## src/rtl/evt_frame_pkg.sv

```systemverilog
`timescale 1ns/1ps
package evt_frame_pkg;

  // Cycles needed to send a record when two bits leave per cycle.
  function automatic int pair_cycles(input int bits);
    return (bits + 1) / 2;
  endfunction

  // Width of a counter that must reach n-1.
  function automatic int count_width(input int n);
    return (n > 1) ? $clog2(n) : 1;
  endfunction

endpackage

```

## src/rtl/evt_trig_ctl.sv

```systemverilog
`timescale 1ns/1ps
module evt_trig_ctl #(
  parameter int TID_W = 5
) (
  input  logic             clk,
  input  logic             rst_n,
  input  logic             trig,
  input  logic             slot_free,
  output logic             start,
  output logic [TID_W-1:0] start_id
);

  logic [TID_W-1:0] trig_cnt;
  logic             pend;
  logic [TID_W-1:0] pend_id;

  // A queued trigger has priority over a new one at a free slot.
  assign start    = slot_free && (pend || trig);
  assign start_id = pend ? pend_id : trig_cnt;

  always_ff @(posedge clk or negedge rst_n) begin
    if (!rst_n) begin
      trig_cnt <= '0;
      pend     <= 1'b0;
      pend_id  <= '0;
    end else begin
      if (trig) trig_cnt <= trig_cnt + TID_W'(1);
      if (start) begin
        pend    <= pend && trig;
        pend_id <= trig_cnt;
      end else if (trig && !pend) begin
        pend    <= 1'b1;
        pend_id <= trig_cnt;
      end
    end
  end

  AST_ID_HOLD: assert property (@(posedge clk) disable iff (!rst_n)
    !trig |=> $stable(trig_cnt));

  AST_ID_ADVANCE: assert property (@(posedge clk) disable iff (!rst_n)
    trig |=> (trig_cnt == $past(trig_cnt) + TID_W'(1)));

endmodule

```

## src/rtl/evt_shift_core.sv

```systemverilog
`timescale 1ns/1ps
module evt_shift_core #(
  parameter int FRAME_W = 96
) (
  input  logic               clk,
  input  logic               rst_n,
  input  logic               start,
  input  logic [FRAME_W-1:0] frame_in,
  output logic               active,
  output logic               last,
  output logic [1:0]         pair
);
  import evt_frame_pkg::*;

  localparam int CYC   = pair_cycles(FRAME_W);
  localparam int CNT_W = count_width(CYC);

  logic [FRAME_W-1:0] sh;
  logic [CNT_W-1:0]   cyc_cnt;

  assign last = active && (cyc_cnt == CNT_W'(CYC - 1));
  assign pair = sh[FRAME_W-1 -: 2];

  always_ff @(posedge clk or negedge rst_n) begin
    if (!rst_n) begin
      sh      <= '0;
      cyc_cnt <= '0;
      active  <= 1'b0;
    end else if (start) begin
      sh      <= frame_in;
      cyc_cnt <= '0;
      active  <= 1'b1;
    end else if (active) begin
      sh      <= sh << 2;
      cyc_cnt <= cyc_cnt + CNT_W'(1);
      if (last) active <= 1'b0;
    end
  end

  AST_NO_PREEMPT: assert property (@(posedge clk) disable iff (!rst_n)
    (start && active) |-> last);

  AST_ACK_SINGLE: assert property (@(posedge clk) disable iff (!rst_n)
    last |=> !last);

  AST_SPAN_RESTART: assert property (@(posedge clk) disable iff (!rst_n)
    $rose(active) |-> (cyc_cnt == '0));

  AST_SPAN_END: assert property (@(posedge clk) disable iff (!rst_n)
    last |=> (!active || cyc_cnt == '0));

endmodule

```

## src/rtl/evt_ddr_out.sv

```systemverilog
`timescale 1ns/1ps
module evt_ddr_out (
  input  logic       clk,
  input  logic       rst_n,
  input  logic       active,
  input  logic [1:0] pair,
  output logic       ser_clk,
  output logic       ser_data
);

  logic [1:0] hold;
  logic       clk_en;

  // One register stage so each pair occupies a whole high+low cycle.
  always_ff @(posedge clk or negedge rst_n) begin
    if (!rst_n) hold <= 2'b00;
    else        hold <= active ? pair : 2'b00;
  end

  // Enable changes only while clk is low, so the gated clock has no runt pulse.
  always_ff @(negedge clk or negedge rst_n) begin
    if (!rst_n) clk_en <= 1'b0;
    else        clk_en <= active;
  end

  assign ser_clk  = clk && clk_en;
  assign ser_data = clk ? hold[1] : hold[0];

  AST_QUIET_OUT: assert property (@(posedge clk) disable iff (!rst_n)
    !active |=> (hold == 2'b00));

endmodule

```

## src/rtl/evt_frame_ser.sv

```systemverilog
`timescale 1ns/1ps
module evt_frame_ser #(
  parameter int              HIT_W    = 64,
  parameter int              CID_W    = 9,
  parameter int              TID_W    = 5,
  parameter int              SYNC_W   = 8,
  parameter int              HDR_W    = 2,
  parameter int              EOF_W    = 8,
  parameter logic [SYNC_W-1:0] SYNC_PAT = 8'hA5,
  parameter logic [HDR_W-1:0]  HDR_PAT  = 2'b10
) (
  input  logic             clk,
  input  logic             rst_n,
  input  logic             snap_valid,
  input  logic [HIT_W-1:0] snap_data,
  input  logic [CID_W-1:0] chip_id,
  output logic             busy,
  output logic             ack,
  output logic             ser_clk,
  output logic             ser_data
);

  localparam int FRAME_W = SYNC_W + HDR_W + TID_W + CID_W + HIT_W + EOF_W;

  function automatic logic [FRAME_W-1:0] pack_frame(
    input logic [TID_W-1:0] id,
    input logic [CID_W-1:0] chip,
    input logic [HIT_W-1:0] hits
  );
    return {SYNC_PAT, HDR_PAT, id, chip, hits, {EOF_W{1'b0}}};
  endfunction

  logic               start;
  logic [TID_W-1:0]   start_id;
  logic               active;
  logic               last;
  logic               slot_free;
  logic [1:0]         pair;
  logic [FRAME_W-1:0] frame_word;

  assign slot_free  = !active || last;
  assign frame_word = pack_frame(start_id, chip_id, snap_data);

  evt_trig_ctl #(.TID_W(TID_W)) u_ctl (
    .clk       (clk),
    .rst_n     (rst_n),
    .trig      (snap_valid),
    .slot_free (slot_free),
    .start     (start),
    .start_id  (start_id)
  );

  evt_shift_core #(.FRAME_W(FRAME_W)) u_core (
    .clk      (clk),
    .rst_n    (rst_n),
    .start    (start),
    .frame_in (frame_word),
    .active   (active),
    .last     (last),
    .pair     (pair)
  );

  evt_ddr_out u_out (
    .clk      (clk),
    .rst_n    (rst_n),
    .active   (active),
    .pair     (pair),
    .ser_clk  (ser_clk),
    .ser_data (ser_data)
  );

  assign busy = active;
  assign ack  = last;

  AST_ACK_IN_BUSY: assert property (@(posedge clk) disable iff (!rst_n)
    ack |-> busy);

endmodule

```

## config.mk

```make
export PLATFORM = sky130hd
export DESIGN_NAME = evt_frame_ser
export DESIGN_NICKNAME = d
export VERILOG_FILES = /design/src/rtl/evt_frame_pkg.sv /design/src/rtl/evt_trig_ctl.sv /design/src/rtl/evt_shift_core.sv /design/src/rtl/evt_ddr_out.sv /design/src/rtl/evt_frame_ser.sv
export SDC_FILE = /design/constraint.sdc
export NUM_CORES = 1
export LEC_CHECK = 0
export ABC_AREA = 1
export CORE_ASPECT_RATIO = 0.9
export CORE_MARGIN = 5
export CORE_UTILIZATION = 35
export DETAILED_ROUTE_END_ITERATION = 12
export GPL_TIMING_DRIVEN = 0
export MAX_ROUTING_LAYER = met4
export PLACE_DENSITY = 0.62
export SLEW_MARGIN = 5
export SYNTH_ARGS = -nofsm -noshare
export SYNTH_HDL_FRONTEND = slang
export SYNTH_HIERARCHICAL = 1
export SYNTH_SLANG_ARGS = --single-unit
```

## constraint.sdc

```tcl
create_clock -name clk -period 5.2 [get_ports clk]
set_input_delay 1.04 -clock clk [delete_from_list [all_inputs] [get_ports clk]]
set_output_delay 1.04 -clock clk [all_outputs]
set_load 0.005 [all_outputs]
```

* Yosys cells after proc, flatten, opt, wreduce, memory -nomap -nowiden *
Cells that the tools add are included.

word-level totals
  register bits = 117
  output and inout port bits = 4
  logic and storage cells = 36

cells by class
  add/subtract/negate cells = 2
  equal/unequal tests = 1
  multiplexer cells = 14
  reductions and logical operators = 11

operators with widths
  operator                                      number
  2-to-1 mux 96 bit                             2
  2-to-1 mux 5 bit                              3
  2-to-1 mux 6 bit                              2
  adder 6 x 1 -> 6 bit (second input constant)  1
  == test 6 bit (second input constant)         1
  2-to-1 mux 1 bit                              6
  adder 5 x 1 -> 5 bit (second input constant)  1
  logical AND 1 bit                             5
  nonzero test 2 bit                            2
  zero test 1 bit                               2
  logical OR 1 bit                              2
  2-to-1 mux 2 bit                              1

* Longest topological paths before layout *
  depth after elaboration = 5
  depth in mapped cells = 13

* Cells and area by module *
Netlist, hierarchy kept.

by module, submodules not included
  module          instances  cells an instance  area each (um^2)
  evt_shift_core  1          552                4642.0
  evt_trig_ctl    1          70                 556.8
  evt_ddr_out     1          13                 112.6
  evt_frame_ser   1          4                  15.0

==> metrics list <==
- Via density per instance: roughly 4.6
- In the routed design, unresolved DRC markers number 0.
- Mux cell area share after synthesis: 0%
* Initial detailed-routing violation count: about 260
- Post-Place Cells: roughly 930
- Antenna violations before repair: 0
- The internal portion of the total power is between 0.0015 and 0.002 W.
* Number of pins exceeding their max-slew limit in the final report: 0
* Count of state elements after synthesis: ~120
* Kind of path behind the tightest hold check: primary input to async pin
- The later pin in the worst-skew pair is clocked with a latency of ~0.52 ns.
- After global routing the overflow that remains totals 0.
* Hold bufs inserted after CTS: 0
- Power share of the combinational group: around 7.7%
* Detailed-route wire length: roughly 12 mm
- Along the worst path, the maximum fanout reaches 16.
* Footprint of the multi-input gates: ~2100 sq um
* Proportion of netlist area held by the largest area contributor: between 50% and 60%
- Global routing used between 10% and 20% of the available tracks across all layers.
- Counting flops with an async set or reset pin after synthesis yields a share of between 90% and 100%.
- Top area cells in the synthesized netlist: sky130_fd_sc_hd__dfrtp_1, sky130_fd_sc_hd__nand2_1, sky130_fd_sc_hd__nand3_1
- Summed over all nets, the switching power comes to 0.000565 W.
- Final hold analysis gives a worst-case slack of 0.477 ns.
- TritonCTS built the clock tree.
- The largest total area in the synthesized netlist belongs to sky130_fd_sc_hd__dfrtp_1.
- Number of flops mapped to enable cells by yosys: 0
- Row generation in the floorplan step produced between 40 and 50 rows.
* Layout-stage area growth over the synthesis result: 33.7%
- The endpoint identified for the worst register-to-register timing path is u_out/clk_en$_DFF_NN0_.
* Starting utilization of the core area: a little over a third
- VDD IR-drop max: 0.000223 V
- The detailed router placed 4476 vias in this run.
- During I/O placement, the number of pins put on the boundary was 80.
- Basic-gate share of the synthesized area counting and, or, nand and nor cells: 34.7%
* Width of the die: 140 microns
- Area used by sequential logic in the layout: just under 3000 sq um
- Setup violations remaining at the end of the flow were counted as 0.
* Dpl hpwl: between 8 and 9 mm
- The placed instances occupy a cell area of 6440 sq um.
- The worst setup path is launched from a clock port.
* Register clock-pin slew on the reported worst setup and hold paths: roughly 0.05 ns
* Flop2flop setup slack: approximately 1.9 ns
- Cells with a size suffix above 1 make up 12.2% of the layout.
- Sequential power share: a little over 40%
- At the pin with the least slew margin, the transition time is 0.543 ns.
- Distinct cells, synth: 26
* Most numerous cell types in the synthesized netlist: sky130_fd_sc_hd__nand2_1, sky130_fd_sc_hd__dfrtp_1, sky130_fd_sc_hd__nand3_1
- The die is about 130 microns tall.
- Buffers added on ports: between 70 and 80
- The worst register-to-register path begins at u_core/active$_DFF_PN0_.
- The number of hold-slack violations in the final timing report came to 0.
- The first global-routing pass estimated a little over 20 mm of wire.
- Across the run, the number of max-cap violations was 0.
- Final Non-Filler Cells: 969
- In this run the remaining antenna-violating nets after routing total 0.
- After Yosys synthesis, XOR and XNOR cells account for less than 1% of the synthesized area.
- Dividing the detail-routed wire length by the instance count gives 12.2 microns.
- Design Area, Final: a little over 7000 sq um
- The Yosys step of the flow raised 6 warnings.
- At the end of routability-driven placement, the weighted congestion stood at 0.820.
- 0 antenna diodes ended up in the layout.
- Average size of a mapped cell: between 8 and 9 sq um
* Arrival time at the worst endpoint: around 3.8 ns
- Maximum number of pins on one net before global-route repair: 61
- Fraction of the mapped netlist area in compound gates: under 10%
* Vias in the first global route: approximately 4400
- Required time of the critical path: approximately 4.2 ns
- Capturing element type of the critical path: output port
* Max-slew headroom at the worst pin: approximately 64%
* Dominant cell by count in the synthesized netlist: sky130_fd_sc_hd__nand2_1
* Logic depth of the worst register-to-register path: 0
* Portion of total power attributed to the clock network: around 50%
- In this run the cell area of the synthesized design comes to roughly 5300 sq um.
- Leakage: around 3.4 nW
* Core region area: about 15000 sq um
- For this run, the register share of the synthesized area comes to between 50% and 60%.
- Number of fill cells: 1425
- Dominant synthesized flop cell: sky130_fd_sc_hd__dfrtp_1
- In the synthesized netlist, the number of instances is 639.
* Detailed Routing Iterations Pass 1: 4
- For this design the ratio of total power to cell area is ~360 nW/um^2.
- After synthesis, the largest family of logic cells by area is simple AND/OR/NAND/NOR gates.
- In this run switching power makes up between 20 and 25% of total power.
- The critical path is of the clock port to output port type.
* # Post-CTS Setup Buffers: 0
- The run finished with clean final reports.
- Die Outline Area: about 18000 sq um
* Unrepaired setup endpoints after global routing: false
* Number of nets in the layout: roughly 840
- Clock skew on the completed layout was measured at ~0.0056 ns.
- Of the total synthesized cell area, the portion taken by full adders, half adders and majority gates is less than 1%.
==> timing repair <==
| item | 4_1_cts | 5_1_grt |
|---|---|---|
| endpoints found under the hold margin | 0 | 0 |
| endpoints found under the setup margin | 0 | 2 |
| resized for setup | 0 | 1 |
==> cell type report <==
class / count / area share, %
clock inverters: 4 / 0.598
plain buffers: 35 / 3.55
well taps: 198 / 3.48
repair buffers: 77 / 11.1
inverters: 22 / 1.16
clock buffers: 37 / 9.28
flip-flops and latches: 117 / 41.1
multi-input cells: 479 / 29.7
==> flip-flops by register name (all words and copies together), names as in the netlist <==
register        cells
u_core/sh          96
u_core/cyc_cnt      6
u_ctl/pend_id       5
u_ctl/trig_cnt      5
u_out/hold          2
u_core/active       1
u_ctl/pend          1
u_out/clk_en        1
==> metal layers <==
layer	up-vias	part of all wire, %	GRT usage, %
li1	2240	-	-
met1	2119	44	17.2
met2	108	49	22.4
met3	9	5.8	5.57
met4	0	0.98	5.30
met5	-	0	-
==> kinds of logic (layout without fill, tap and decap cells) <==
| group | Yosys count | in the layout |
|---|---|---|
| simple gates | 433 | 433 |
| flops | 117 | 117 |
| buf+inv | 59 | 175 |
| compound gates | 24 | 24 |
| fa+ha+maj | 2 | 2 |
| other cells | 2 | 18 |
| xor+xnor | 2 | 2 |
==> through the flow <==
stage	utilization (%)	setup WS [ns]	TNS, ns	total power [W]
after floorplan	-	1.11	0	0.00116
after global placement	43.3	-3.81	-164.00	0.00129
after detailed placement	43.5	0.643	0	0.00130
after CTS	48.0	0.0635	0	0.00258
after global routing	48.0	0.272	0	0.00268
final	48.0	0.359	0	0.00255
==> worst max-delay path, stage by stage <==
cell and delay, ns:
sky130_fd_sc_hd__clkbuf_16 0.12, sky130_fd_sc_hd__clkbuf_16 0.21, sky130_fd_sc_hd__clkbuf_16 0.18, sky130_fd_sc_hd__inv_1 0.05, sky130_fd_sc_hd__nand2_1 0.04, sky130_fd_sc_hd__nand2_1 0.08
sky130_fd_sc_hd__clkdlybuf4s50_1 0.52
==> power by group through the flow <==
stage	Clock, W	Combinational, W	Sequential (W)
final	0.00131	0.000197	0.00104
after global routing	0.00140	0.000229	0.00105
after CTS	0.00134	0.000202	0.00104
after detailed placement	0.0000435	0.000199	0.00106
after global placement	0.0000435	0.000192	0.00105
after floorplan	0.0000176	0.000101	0.00104
==> worst max path at each step <==
stage	from	end	slack, ns	cells after the start
CTS	u_out/clk_en$_DFF_NN0_	ser_clk	0.06	3
detailed placement	u_out/clk_en$_DFF_NN0_	ser_clk	0.64	3
finish	clk	ser_data	0.36	7
floorplan	u_out/clk_en$_DFF_NN0_	ser_clk	1.11	2
global placement	rst_n	u_out/clk_en$_DFF_NN0_	-3.81	1
global route	clk	ser_data	0.27	7
==> cell usage in the layout, fill, tap and decap left out, types with 13 or more instances in the layout <==
cell	instances
sky130_fd_sc_hd__nand3_1	97
sky130_fd_sc_hd__inv_1	20
sky130_fd_sc_hd__clkbuf_1	14
sky130_fd_sc_hd__nand2_2	23
sky130_fd_sc_hd__clkbuf_16	21
sky130_fd_sc_hd__clkdlybuf4s50_1	76
sky130_fd_sc_hd__nand2_1	295
sky130_fd_sc_hd__dfrtp_1	116
sky130_fd_sc_hd__conb_1	18
sky130_fd_sc_hd__buf_2	13
Note: power is estimated with default switching activity, not from simulation.
